--- src/rtl/rts_pkg.sv ---
`timescale 1ns/1ps
package rts_pkg;

    localparam int NSTG    = 4;
    localparam int STG_RSC = 0;
    localparam int STG_D1  = 1;
    localparam int STG_D2  = 2;
    localparam int STG_RND = 3;
    localparam int KIND_W  = 4;

    localparam logic [KIND_W-1:0] KC_LUMA_DC   = 4'b0001;
    localparam logic [KIND_W-1:0] KC_CHR_DC_B  = 4'b0101;
    localparam logic [KIND_W-1:0] KC_CHR_DC_R  = 4'b0100;
    localparam logic [KIND_W-1:0] KC_LUMA16_AC = 4'b0011;
    localparam logic [KIND_W-1:0] KC_LUMA_PL   = 4'b0110;
    localparam logic [KIND_W-1:0] KC_CHR_AC_B  = 4'b1100;
    localparam logic [KIND_W-1:0] KC_CHR_AC_R  = 4'b1101;
    localparam logic [KIND_W-1:0] DEC_COUNT_LUT = 4'b0010;

    typedef enum logic [1:0] {
        CLS_NONE = 2'd0,
        CLS_AC   = 2'd1,
        CLS_LDC  = 2'd2,
        CLS_CDC  = 2'd3
    } seq_cls_e;

    typedef enum logic [1:0] {
        SQ_IDLE = 2'd0,
        SQ_AC   = 2'd1,
        SQ_LDC  = 2'd2,
        SQ_CDC  = 2'd3
    } seq_st_e;

    function automatic seq_cls_e classify(input logic [KIND_W-1:0] k);
        seq_cls_e c;
        case (k)
            KC_LUMA16_AC, KC_LUMA_PL,
            KC_CHR_AC_B, KC_CHR_AC_R:  c = CLS_AC;
            KC_LUMA_DC:                c = CLS_LDC;
            KC_CHR_DC_B, KC_CHR_DC_R:  c = CLS_CDC;
            default:                   c = CLS_NONE;
        endcase
        return c;
    endfunction

endpackage

--- src/rtl/rts_stage_ctr.sv ---
`timescale 1ns/1ps
module rts_stage_ctr #(
    parameter int RUN_LEN = 4,
    parameter int CNT_W   = 3
) (
    input  logic             clk,
    input  logic             rst,
    input  logic             launch_i,
    output logic [CNT_W-1:0] cnt_o,
    output logic             act_o
);
    localparam logic [CNT_W-1:0] LOAD_V = CNT_W'(RUN_LEN);

    logic [CNT_W-1:0] cnt_q;

    always_ff @(posedge clk) begin
        if (rst)
            cnt_q <= '0;
        else if (launch_i)
            cnt_q <= LOAD_V;
        else if (cnt_q != '0)
            cnt_q <= cnt_q - 1'b1;
    end

    assign cnt_o = cnt_q;
    assign act_o = launch_i || (cnt_q != '0);


    load_val_chk: assert property (@(posedge clk) disable iff (rst)
        launch_i |=> cnt_q == LOAD_V);


    count_down_chk: assert property (@(posedge clk) disable iff (rst)
        (!launch_i && cnt_q != '0) |=> cnt_q == $past(cnt_q) - 1'b1);

endmodule

--- src/rtl/rts_launch_dec.sv ---
`timescale 1ns/1ps
module rts_launch_dec
    import rts_pkg::*;
#(
    parameter int RUN_LEN = 4,
    parameter int CNT_W   = 3
) (
    input  seq_st_e                       state_i,
    input  logic                          fire_i,
    input  seq_cls_e                      fire_cls_i,
    input  logic [NSTG-1:0][CNT_W-1:0]    cnt_i,
    output logic [NSTG-1:0]               launch_o,
    output logic                          seq_end_o
);
    localparam logic [CNT_W-1:0] FIRST_V = CNT_W'(RUN_LEN);
    localparam logic [CNT_W-1:0] LAST_V  = CNT_W'(1);

    logic rsc_first, d1_last, d2_first;

    assign rsc_first = (cnt_i[STG_RSC] == FIRST_V);
    assign d1_last   = (cnt_i[STG_D1]  == LAST_V);
    assign d2_first  = (cnt_i[STG_D2]  == FIRST_V);

    always_comb begin
        launch_o  = '0;
        seq_end_o = 1'b0;
        unique case (state_i)
            SQ_IDLE: begin
                if (fire_i) begin
                    launch_o[STG_RSC] = (fire_cls_i == CLS_AC);
                    launch_o[STG_D1]  = (fire_cls_i == CLS_LDC) || (fire_cls_i == CLS_CDC);
                end
            end
            SQ_AC: begin
                launch_o[STG_D1]  = rsc_first;
                launch_o[STG_D2]  = d1_last;
                launch_o[STG_RND] = d2_first;
                seq_end_o         = (cnt_i[STG_RND] == LAST_V);
            end
            SQ_LDC: begin
                launch_o[STG_D2]  = d1_last;
                launch_o[STG_RSC] = d2_first;
                seq_end_o         = (cnt_i[STG_RSC] == LAST_V);
            end
            SQ_CDC: begin
                launch_o[STG_RSC] = d1_last;
                seq_end_o         = (cnt_i[STG_RSC] == LAST_V);
            end
        endcase
    end

endmodule

--- src/rtl/rts_seq_fsm.sv ---
`timescale 1ns/1ps
module rts_seq_fsm
    import rts_pkg::*;
(
    input  logic              clk,
    input  logic              rst,
    input  logic              start_i,
    input  logic [KIND_W-1:0] kind_i,
    input  logic              seq_end_i,
    output seq_st_e           state_o,
    output logic              fire_o,
    output seq_cls_e          fire_cls_o,
    output logic              done_o
);
    seq_st_e  state_q, state_d;
    seq_cls_e in_cls;
    logic     fire;
    logic     done_q;

    assign in_cls = classify(kind_i);
    assign fire   = (state_q == SQ_IDLE) && start_i && (in_cls != CLS_NONE);

    always_ff @(posedge clk) begin
        if (rst) begin
            state_q <= SQ_IDLE;
            done_q  <= 1'b0;
        end else begin
            state_q <= state_d;
            done_q  <= seq_end_i && (state_q != SQ_IDLE);
        end
    end

    always_comb begin
        state_d = state_q;
        unique case (state_q)
            SQ_IDLE: begin
                if (fire) begin
                    unique case (in_cls)
                        CLS_AC:   state_d = SQ_AC;
                        CLS_LDC:  state_d = SQ_LDC;
                        CLS_CDC:  state_d = SQ_CDC;
                        CLS_NONE: state_d = SQ_IDLE;
                    endcase
                end
            end
            SQ_AC, SQ_LDC, SQ_CDC: begin
                if (seq_end_i)
                    state_d = SQ_IDLE;
            end
        endcase
    end

    assign state_o    = state_q;
    assign fire_o     = fire;
    assign fire_cls_o = in_cls;
    assign done_o     = done_q;


    start_taken_chk: assert property (@(posedge clk) disable iff (rst)
        fire |=> state_q != SQ_IDLE);


    class_hold_chk: assert property (@(posedge clk) disable iff (rst)
        (state_q != SQ_IDLE && !seq_end_i) |=> state_q == $past(state_q));


    done_single_chk: assert property (@(posedge clk) disable iff (rst)
        done_q |=> !done_q);

endmodule

--- src/rtl/resid_xform_seq.sv ---
`timescale 1ns/1ps
module resid_xform_seq
    import rts_pkg::*;
#(
    parameter int RUN_LEN = 4,
    localparam int CNT_W  = $clog2(RUN_LEN + 1)
) (
    input  logic              clk,
    input  logic              rst,
    input  logic              coef_end_i,
    input  logic [KIND_W-1:0] dec_state_i,
    input  logic [KIND_W-1:0] kind_i,
    output logic [CNT_W-1:0]  rsc_cnt_o,
    output logic [CNT_W-1:0]  d1_cnt_o,
    output logic [CNT_W-1:0]  d2_cnt_o,
    output logic [CNT_W-1:0]  rnd_cnt_o,
    output logic [NSTG-1:0]   stage_act_o,
    output logic              done_o
);
    seq_st_e                    state;
    seq_cls_e                   fire_cls;
    logic                       fire;
    logic                       start;
    logic                       seq_end;
    logic [NSTG-1:0]            launch;
    logic [NSTG-1:0][CNT_W-1:0] cnt_all;

    assign start = coef_end_i && (dec_state_i != DEC_COUNT_LUT);

    rts_seq_fsm u_fsm (
        .clk       (clk),
        .rst       (rst),
        .start_i   (start),
        .kind_i    (kind_i),
        .seq_end_i (seq_end),
        .state_o   (state),
        .fire_o    (fire),
        .fire_cls_o(fire_cls),
        .done_o    (done_o)
    );

    rts_launch_dec #(.RUN_LEN(RUN_LEN), .CNT_W(CNT_W)) u_dec (
        .state_i   (state),
        .fire_i    (fire),
        .fire_cls_i(fire_cls),
        .cnt_i     (cnt_all),
        .launch_o  (launch),
        .seq_end_o (seq_end)
    );

    for (genvar g = 0; g < NSTG; g++) begin : g_stage
        rts_stage_ctr #(.RUN_LEN(RUN_LEN), .CNT_W(CNT_W)) u_ctr (
            .clk     (clk),
            .rst     (rst),
            .launch_i(launch[g]),
            .cnt_o   (cnt_all[g]),
            .act_o   (stage_act_o[g])
        );
    end

    assign rsc_cnt_o = cnt_all[STG_RSC];
    assign d1_cnt_o  = cnt_all[STG_D1];
    assign d2_cnt_o  = cnt_all[STG_D2];
    assign rnd_cnt_o = cnt_all[STG_RND];


    ldc_no_round_chk: assert property (@(posedge clk) disable iff (rst)
        (state == SQ_LDC || state == SQ_CDC) |-> rnd_cnt_o == '0);


    cdc_no_twod_chk: assert property (@(posedge clk) disable iff (rst)
        (state == SQ_CDC) |-> d2_cnt_o == '0);


    lut_no_start_chk: assert property (@(posedge clk) disable iff (rst)
        (state == SQ_IDLE && dec_state_i == DEC_COUNT_LUT) |-> launch == '0);

endmodule

--- config.mk ---
export PLATFORM = sky130hd
export DESIGN_NAME = resid_xform_seq
export DESIGN_NICKNAME = d
export VERILOG_FILES = /design/src/rtl/rts_pkg.sv /design/src/rtl/rts_stage_ctr.sv /design/src/rtl/rts_launch_dec.sv /design/src/rtl/rts_seq_fsm.sv /design/src/rtl/resid_xform_seq.sv
export SDC_FILE = /design/constraint.sdc
export NUM_CORES = 1
export LEC_CHECK = 0
export BUFFER_PORTS_ARGS = -buffer_cell sky130_fd_sc_hd__buf_2
export CAP_MARGIN = 20
export CORE_MARGIN = 1.5
export CORE_UTILIZATION = 50
export CTS_BUF_LIST = sky130_fd_sc_hd__clkbuf_16
export CTS_CLUSTER_DIAMETER = 100
export DETAILED_ROUTE_END_ITERATION = 10
export PLACE_DENSITY = 0.76
export SLEW_MARGIN = 25
export SYNTH_ARGS = -nofsm -noshare
export SYNTH_HDL_FRONTEND = slang
export SYNTH_HIERARCHICAL = 1
export SYNTH_SLANG_ARGS = --single-unit
--- constraint.sdc ---
create_clock -name clk -period 4.8 [get_ports clk]
set_input_delay 0.96 -clock clk [delete_from_list [all_inputs] [get_ports clk]]
set_output_delay 0.96 -clock clk [all_outputs]
set_load 0.03 [all_outputs]
## Yosys cells after proc, flatten, opt, wreduce, memory -nomap -nowiden

Index checks and enable logic that the tools add are counted.

| word-level totals | value |
|---|---|
| flip-flop bits (word level) | 15 |

| cells by class | value |
|---|---|
| add/sub/neg operators | 4 |
| equal/unequal tests | 21 |
| muxes and demuxes | 19 |
| reduce and logical (&&, ||, !) cells | 31 |

Operators with widths:

| cell | number |
|---|---|
| 3-bit 2-to-1 mux | 8 |
| 2-bit OR reduction | 7 |
| 4-bit by 3-bit == test with 1-bit output, second input constant | 3 |
| 2-bit nonzero test | 6 |
| 3-bit nonzero test | 4 |
| 3-bit by 1-bit subtractor with 3-bit output, second input constant | 4 |
| 3-bit by 1-bit == test with 1-bit output, second input constant | 3 |
| 2-bit == test, second input constant | 4 |
| 4-bit == test, second input constant | 2 |
| 2-bit case mux with 4 select lines | 1 |
| 3-bit == test, second input constant | 2 |
| 2-bit 2-to-1 mux | 3 |
| 2-bit case mux with 3 select lines | 1 |
| 1-bit logical OR | 5 |
| 2-bit by 1-bit == test with 1-bit output, second input constant | 2 |
| 4-bit by 1-bit == test with 1-bit output, second input constant | 1 |
| 4-bit by 2-bit == test with 1-bit output, second input constant | 1 |
| 1-bit logical AND | 4 |
| 2-bit logical NOT | 2 |
| 4-bit by 2-bit != test with 1-bit output, second input constant | 1 |
| 1-bit case mux with 2 select lines | 2 |
| 2-bit case mux with 2 select lines | 1 |
| 4-bit OR reduction | 1 |
| 1-bit case mux with 3 select lines | 1 |
| other kinds (5) | 6 |

## Longest topological paths before layout

| logic depth | value |
|---|---|
| depth after elaboration | 8 |
| depth in mapped cells | 8 |
| gate-level depth less buffers | 8 |

## Modules after synthesis

Netlist, hierarchy kept.

By module, submodules not included:

| module | times used | cells each | area an instance (um2) | sequential area each (um2) |
|---|---|---|---|---|
| rts_stage_ctr | 4 | 18 | 170.2 | 60.1 |
| rts_launch_dec | 1 | 23 | 177.7 | 0.0 |
| rts_seq_fsm | 1 | 22 | 175.2 | 60.1 |
| resid_xform_seq | 1 | 2 | 15.0 | 0.0 |

## Least setup slack after synthesis

Ideal clock, no wire load.

| path | value |
|---|---|
| path type | input-to-output |
| start | in kind_i[0] |
| end | out stage_act_o[0] |
| arrival time | 2.064 ns |
| path slack | 1.776 ns |
| stages | 7 |
| cells stage by stage | nor3b_2 a311oi_2 a21oi_1 nand4b_1 a31oi_1 inv_1 nand2_1 |

| between the ends | value |
|---|---|
| longest elaborated chain between the ends | 8 |

Ends and longest elaborated chain:

| what | line | source |
|---|---|---|
| from (decl) | resid_xform_seq.sv:12 | `input logic [KIND_W-1:0] kind_i,` |
| 4-bit by 2-bit == test with 1-bit output (tied with other cells) | rts_pkg.sv:36 | `case (k)` |
| 4-bit OR reduction or 2-bit OR reduction (tied branches) | rts_pkg.sv:36 |  |
| 2-bit case mux with 3 select lines (*) | rts_pkg.sv:36 |  |
| 2-bit nonzero test (*) | rts_seq_fsm.sv:21 | `assign fire = (state_q == SQ_IDLE) && start_i && (in_cls != CLS_NONE);` |
| 1-bit logical AND (*) | rts_seq_fsm.sv:21 |  |
| via fire | resid_xform_seq.sv:22 | `logic fire;` |
| 2-bit 2-to-1 mux (*) | rts_launch_dec.sv:29 | `if (fire_i) begin` |
| 1-bit case mux with 3 select lines (*) | rts_launch_dec.sv:27 | `unique case (state_i)` |
| via launch[0] | resid_xform_seq.sv:25 | `logic [NSTG-1:0] launch;` |
| 1-bit logical OR (*) | rts_stage_ctr.sv:26 | `assign act_o = launch_i \|\| (cnt_q != '0);` |
| to (decl) | resid_xform_seq.sv:17 | `output logic [NSTG-1:0] stage_act_o,` |

The timed path passes the listed nets; every way through them passes the cells marked *.

## Worst setup path in the final report

Ends and elaborated chain as after synthesis.

==> impl_results.md <==
- Outcome: complete, no violations
- Gpl congestion: 0.7868
- Hpwl dp: 1.564 mm
- DRT antenna net count: 0
- RSZ-0062 raised after global routing: no
- Synthesized area per cell: 8.811 um^2
- Hold Buf Count CTS: 0
- RR Endpoint: u_fsm/state_o[1]$_SDFFE_PP0P_
- Clock latency on the worst-skew pair: 240 ps
- Standby leakage power: 0.6406 nW
- Worst setup SP type: input port
- Port Buffers: 27
- Crit end category: output port
- Synth top area share: 0.2864
- Post-synthesis mux area share: 0.03819
- Via Count: 892
- Largest net degree at the start of global routing: 17
- Antenna violations before repair: 0
- Min-Delay Path Depth: 2
- Final worst slack: 1472 ps
- Top cells by area, synth: dfxtp_1 29%, ha_1 21%, inv_1 8.9%
- Fin area: 0.001297 mm^2
- Critical Path Fanout Max: 4
- Worst slew pin tran: 585.3 ps
- Post-Synth Simple-Gate Area: 0.1957
- Post-synthesis async set-or-reset flop share: 0
- Skew final: 3.568 ps
- Sequential area share after synthesis: 0.2864
- Vias per Instance: 5.040
- Setup_tns: 0 ps
- Routed wire length per instance: 11.69 um
- Die X: 48.80 um
- Post-Layout Cell Count: 177
- Final hold vios: 0
- Die ar.: 0.002381 mm^2
- Largest area contributor in the netlist: dfxtp_1
- Ant. Diodes: 0
- HP Class: flop to flop
- Yosys warning total: 6
- Launch point of the worst reg-to-reg path: u_fsm/state_o[0]$_SDFFE_PP0P_
- Critical path arrival: 2370 ps
- Peak supply drop: 427.9 uV
- DRT Pass-1 Iters: 4
- Clock slew at reported path FFs: 50 ps
- Synthesized area: 0.001049 mm^2
- Cells after Synth: 119
- Main combinational cell family by area after synthesis: adder cells
- Post-route DRC: 0
- Total of max-cap violations: 0
- Initial Utilization: 0.5344
- Worst slack, placed: 1453 ps
- Main synth FF type: dfxtp_1
- Clock root buffer: clkbuf_16
- Setup CP Type: input port to output port
- Post-synth top cells: 25 x inv_1, 18 x ha_1, 15 x dfxtp_1
- # rows: 16
- F_max: 300.5 MHz
- Final min period: 3328 ps
- Reg2reg setup slack: 3020 ps
- Total GRT Usage: 0.1931
- Worst r2r path cells: 7
- Compound-Gate Fraction of Synth Area: 0.1420
- DP Cell Count: 173
- Hold Startpoint: g_stage[3].u_ctr/cnt_o[1]$_SDFFE_PP0P_
- Remaining Overflow, GRT: 0
- CTS resizes: 0
- First-pass GRT wire length: 3.622 mm
- Clock Tree Buf Depth: 2
- Slew Limit Headroom: 0.6045
- Core ar.: 0.001962 mm^2
- Synth unique cells: 26
- Final setup violation count: 0
- Clock net sink count: 15
- Fin nets: 180
- EDFF count, synth: 0
- #FFs+latches synth: 15
- Final Cycle Share: 0.6933
- Post-Synth Adder-Cell Area: 0.2148
- Max H-tree Level: 1
- Placed Instance Area: 0.001217 mm^2
- Most frequent cell after synthesis: inv_1
- Slew Viols, Final: 0
- Syn_nets: 148
- Chip height: 48.80 um
- Area growth, synth to finish: 23.75%
- Top-Level Pins: 28
- Fraction of layout cells with a size suffix above 1: 0.2600
- Final WL: 2.070 mm
- CTS Buf Count: 3
- XOR/XNOR Fraction of Synth Area: 0.03341
- Worst Path Required: 3840 ps
- Post-CTS setup buffer count: 0
- Vias in the first global route: 884
- PD cells: 592.2 mW/mm^2
- Drt initial violations: 16
- WHS Endpoint: g_stage[3].u_ctr/cnt_o[1]$_SDFFE_PP0P_
- CTS tree: built
## critical path, stage by stage
cell and delay (ps):
buf_2 120, nor3b_2 190, a311oi_2 80, a21oi_1 210, nand4b_1 120, a31oi_1 320, inv_1 100, nand2_1 70
buf_2 190
## kinds of logic (layout without fill, tap and decap cells)
family,Yosys count,count (layout)
adders and majority gates,18,18
DFF,15,15
xor gates and xnor gates,4,4
buffers and inverters,25,56
and+or+nand+nor,36,36
muxes,4,4
AOI/OAI and AO/OA,17,17
## cell usage in the layout, fill, tap and decap left out
cell | synthesis | routed
a2111oi_2 | 4 | 4
a21oi_1 | 7 | 7
a311oi_2 | 1 | 1
a31o_2 | 1 | 1
a31oi_1 | 1 | 1
and3_1 | 1 | 1
buf_2 | 0 | 27
clkbuf_16 | 0 | 3
clkinv_2 | 0 | 1
dfxtp_1 | 15 | 15
ha_1 | 18 | 18
inv_1 | 25 | 25
mux2i_1 | 4 | 4
nand2_1 | 6 | 6
nand2b_1 | 1 | 1
nand3_1 | 3 | 3
nand4b_1 | 2 | 2
nor2_1 | 9 | 9
nor2b_1 | 4 | 4
nor2b_2 | 1 | 1
nor3_1 | 4 | 4
nor3b_1 | 1 | 1
nor3b_2 | 1 | 1
nor4bb_1 | 2 | 2
o21ai_0 | 1 | 1
o31ai_1 | 1 | 1
o41a_1 | 1 | 1
or4b_1 | 1 | 1
xor2_1 | 4 | 4
## power breakdown
part / leakage (nW) / switching [mW] / internal [mW]
combinational: 0.476 / 0.262 / 0.152
sequential: 0.123 / 0.0356 / 0.158
clock: 0.0409 / 0.0497 / 0.111
total: 0.641 / 0.347 / 0.421
## sequential cells by signal, indices dropped and copies added, names as in the netlist
name,count
g_stage.u_ctr/cnt_o,12
u_fsm/done_o,1
u_fsm/state_o,2
## layout make-up
class / count / area [um^2]
Sequential cell: 15 / 300.3
Clock inverter: 1 / 5.005
Clock buffer: 3 / 75.07
Timing Repair Buffer: 27 / 135.1
Multi-Input combinational cell: 79 / 654.4
Tap cell: 27 / 33.78
Fill cell: 182 / 664.4
Inverter: 25 / 93.84
## worst max path at each step
stage | startpoint | end | slack (ps) | depth (start not counted)
after global routing | kind_i[1] | stage_act_o[0] | 1320 | 9
final | kind_i[0] | stage_act_o[0] | 1470 | 9
after CTS | kind_i[0] | stage_act_o[0] | 1450 | 9
after detailed placement | kind_i[0] | stage_act_o[0] | 1450 | 9
after global placement | kind_i[0] | stage_act_o[0] | 1550 | 9
after floorplan | kind_i[0] | stage_act_o[0] | 1780 | 7
## per-stage QoR
| step | hold slack [ps] | utilization | power, mW |
|---|---|---|---|
| 3_5_place_dp | 514.0 | 0.6205 | 0.6079 |
| 2_1_floorplan | 484.3 | - | 0.5033 |
| 5_1_grt | 555.2 | 0.6614 | 0.8231 |
| 4_1_cts | 521.4 | 0.6614 | 0.7748 |
| 3_3_place_gp | 498.5 | 0.6205 | 0.5870 |
| 6_report | 520.6 | 0.6614 | 0.7684 |
## routing by layer
| metal | vias up | routed length [um] | GRT usage |
|---|---|---|---|
| met5 | - | 0 | 0 |
| met2 | 22 | 1018 | 0.3379 |
| met1 | 407 | 907 | 0.2224 |
| li1 | 457 | - | - |
| met4 | 0 | 50 | 0.08095 |
| met3 | 6 | 93 | 0.04908 |
No activity file was read; power rests on OpenSTA's default activity.
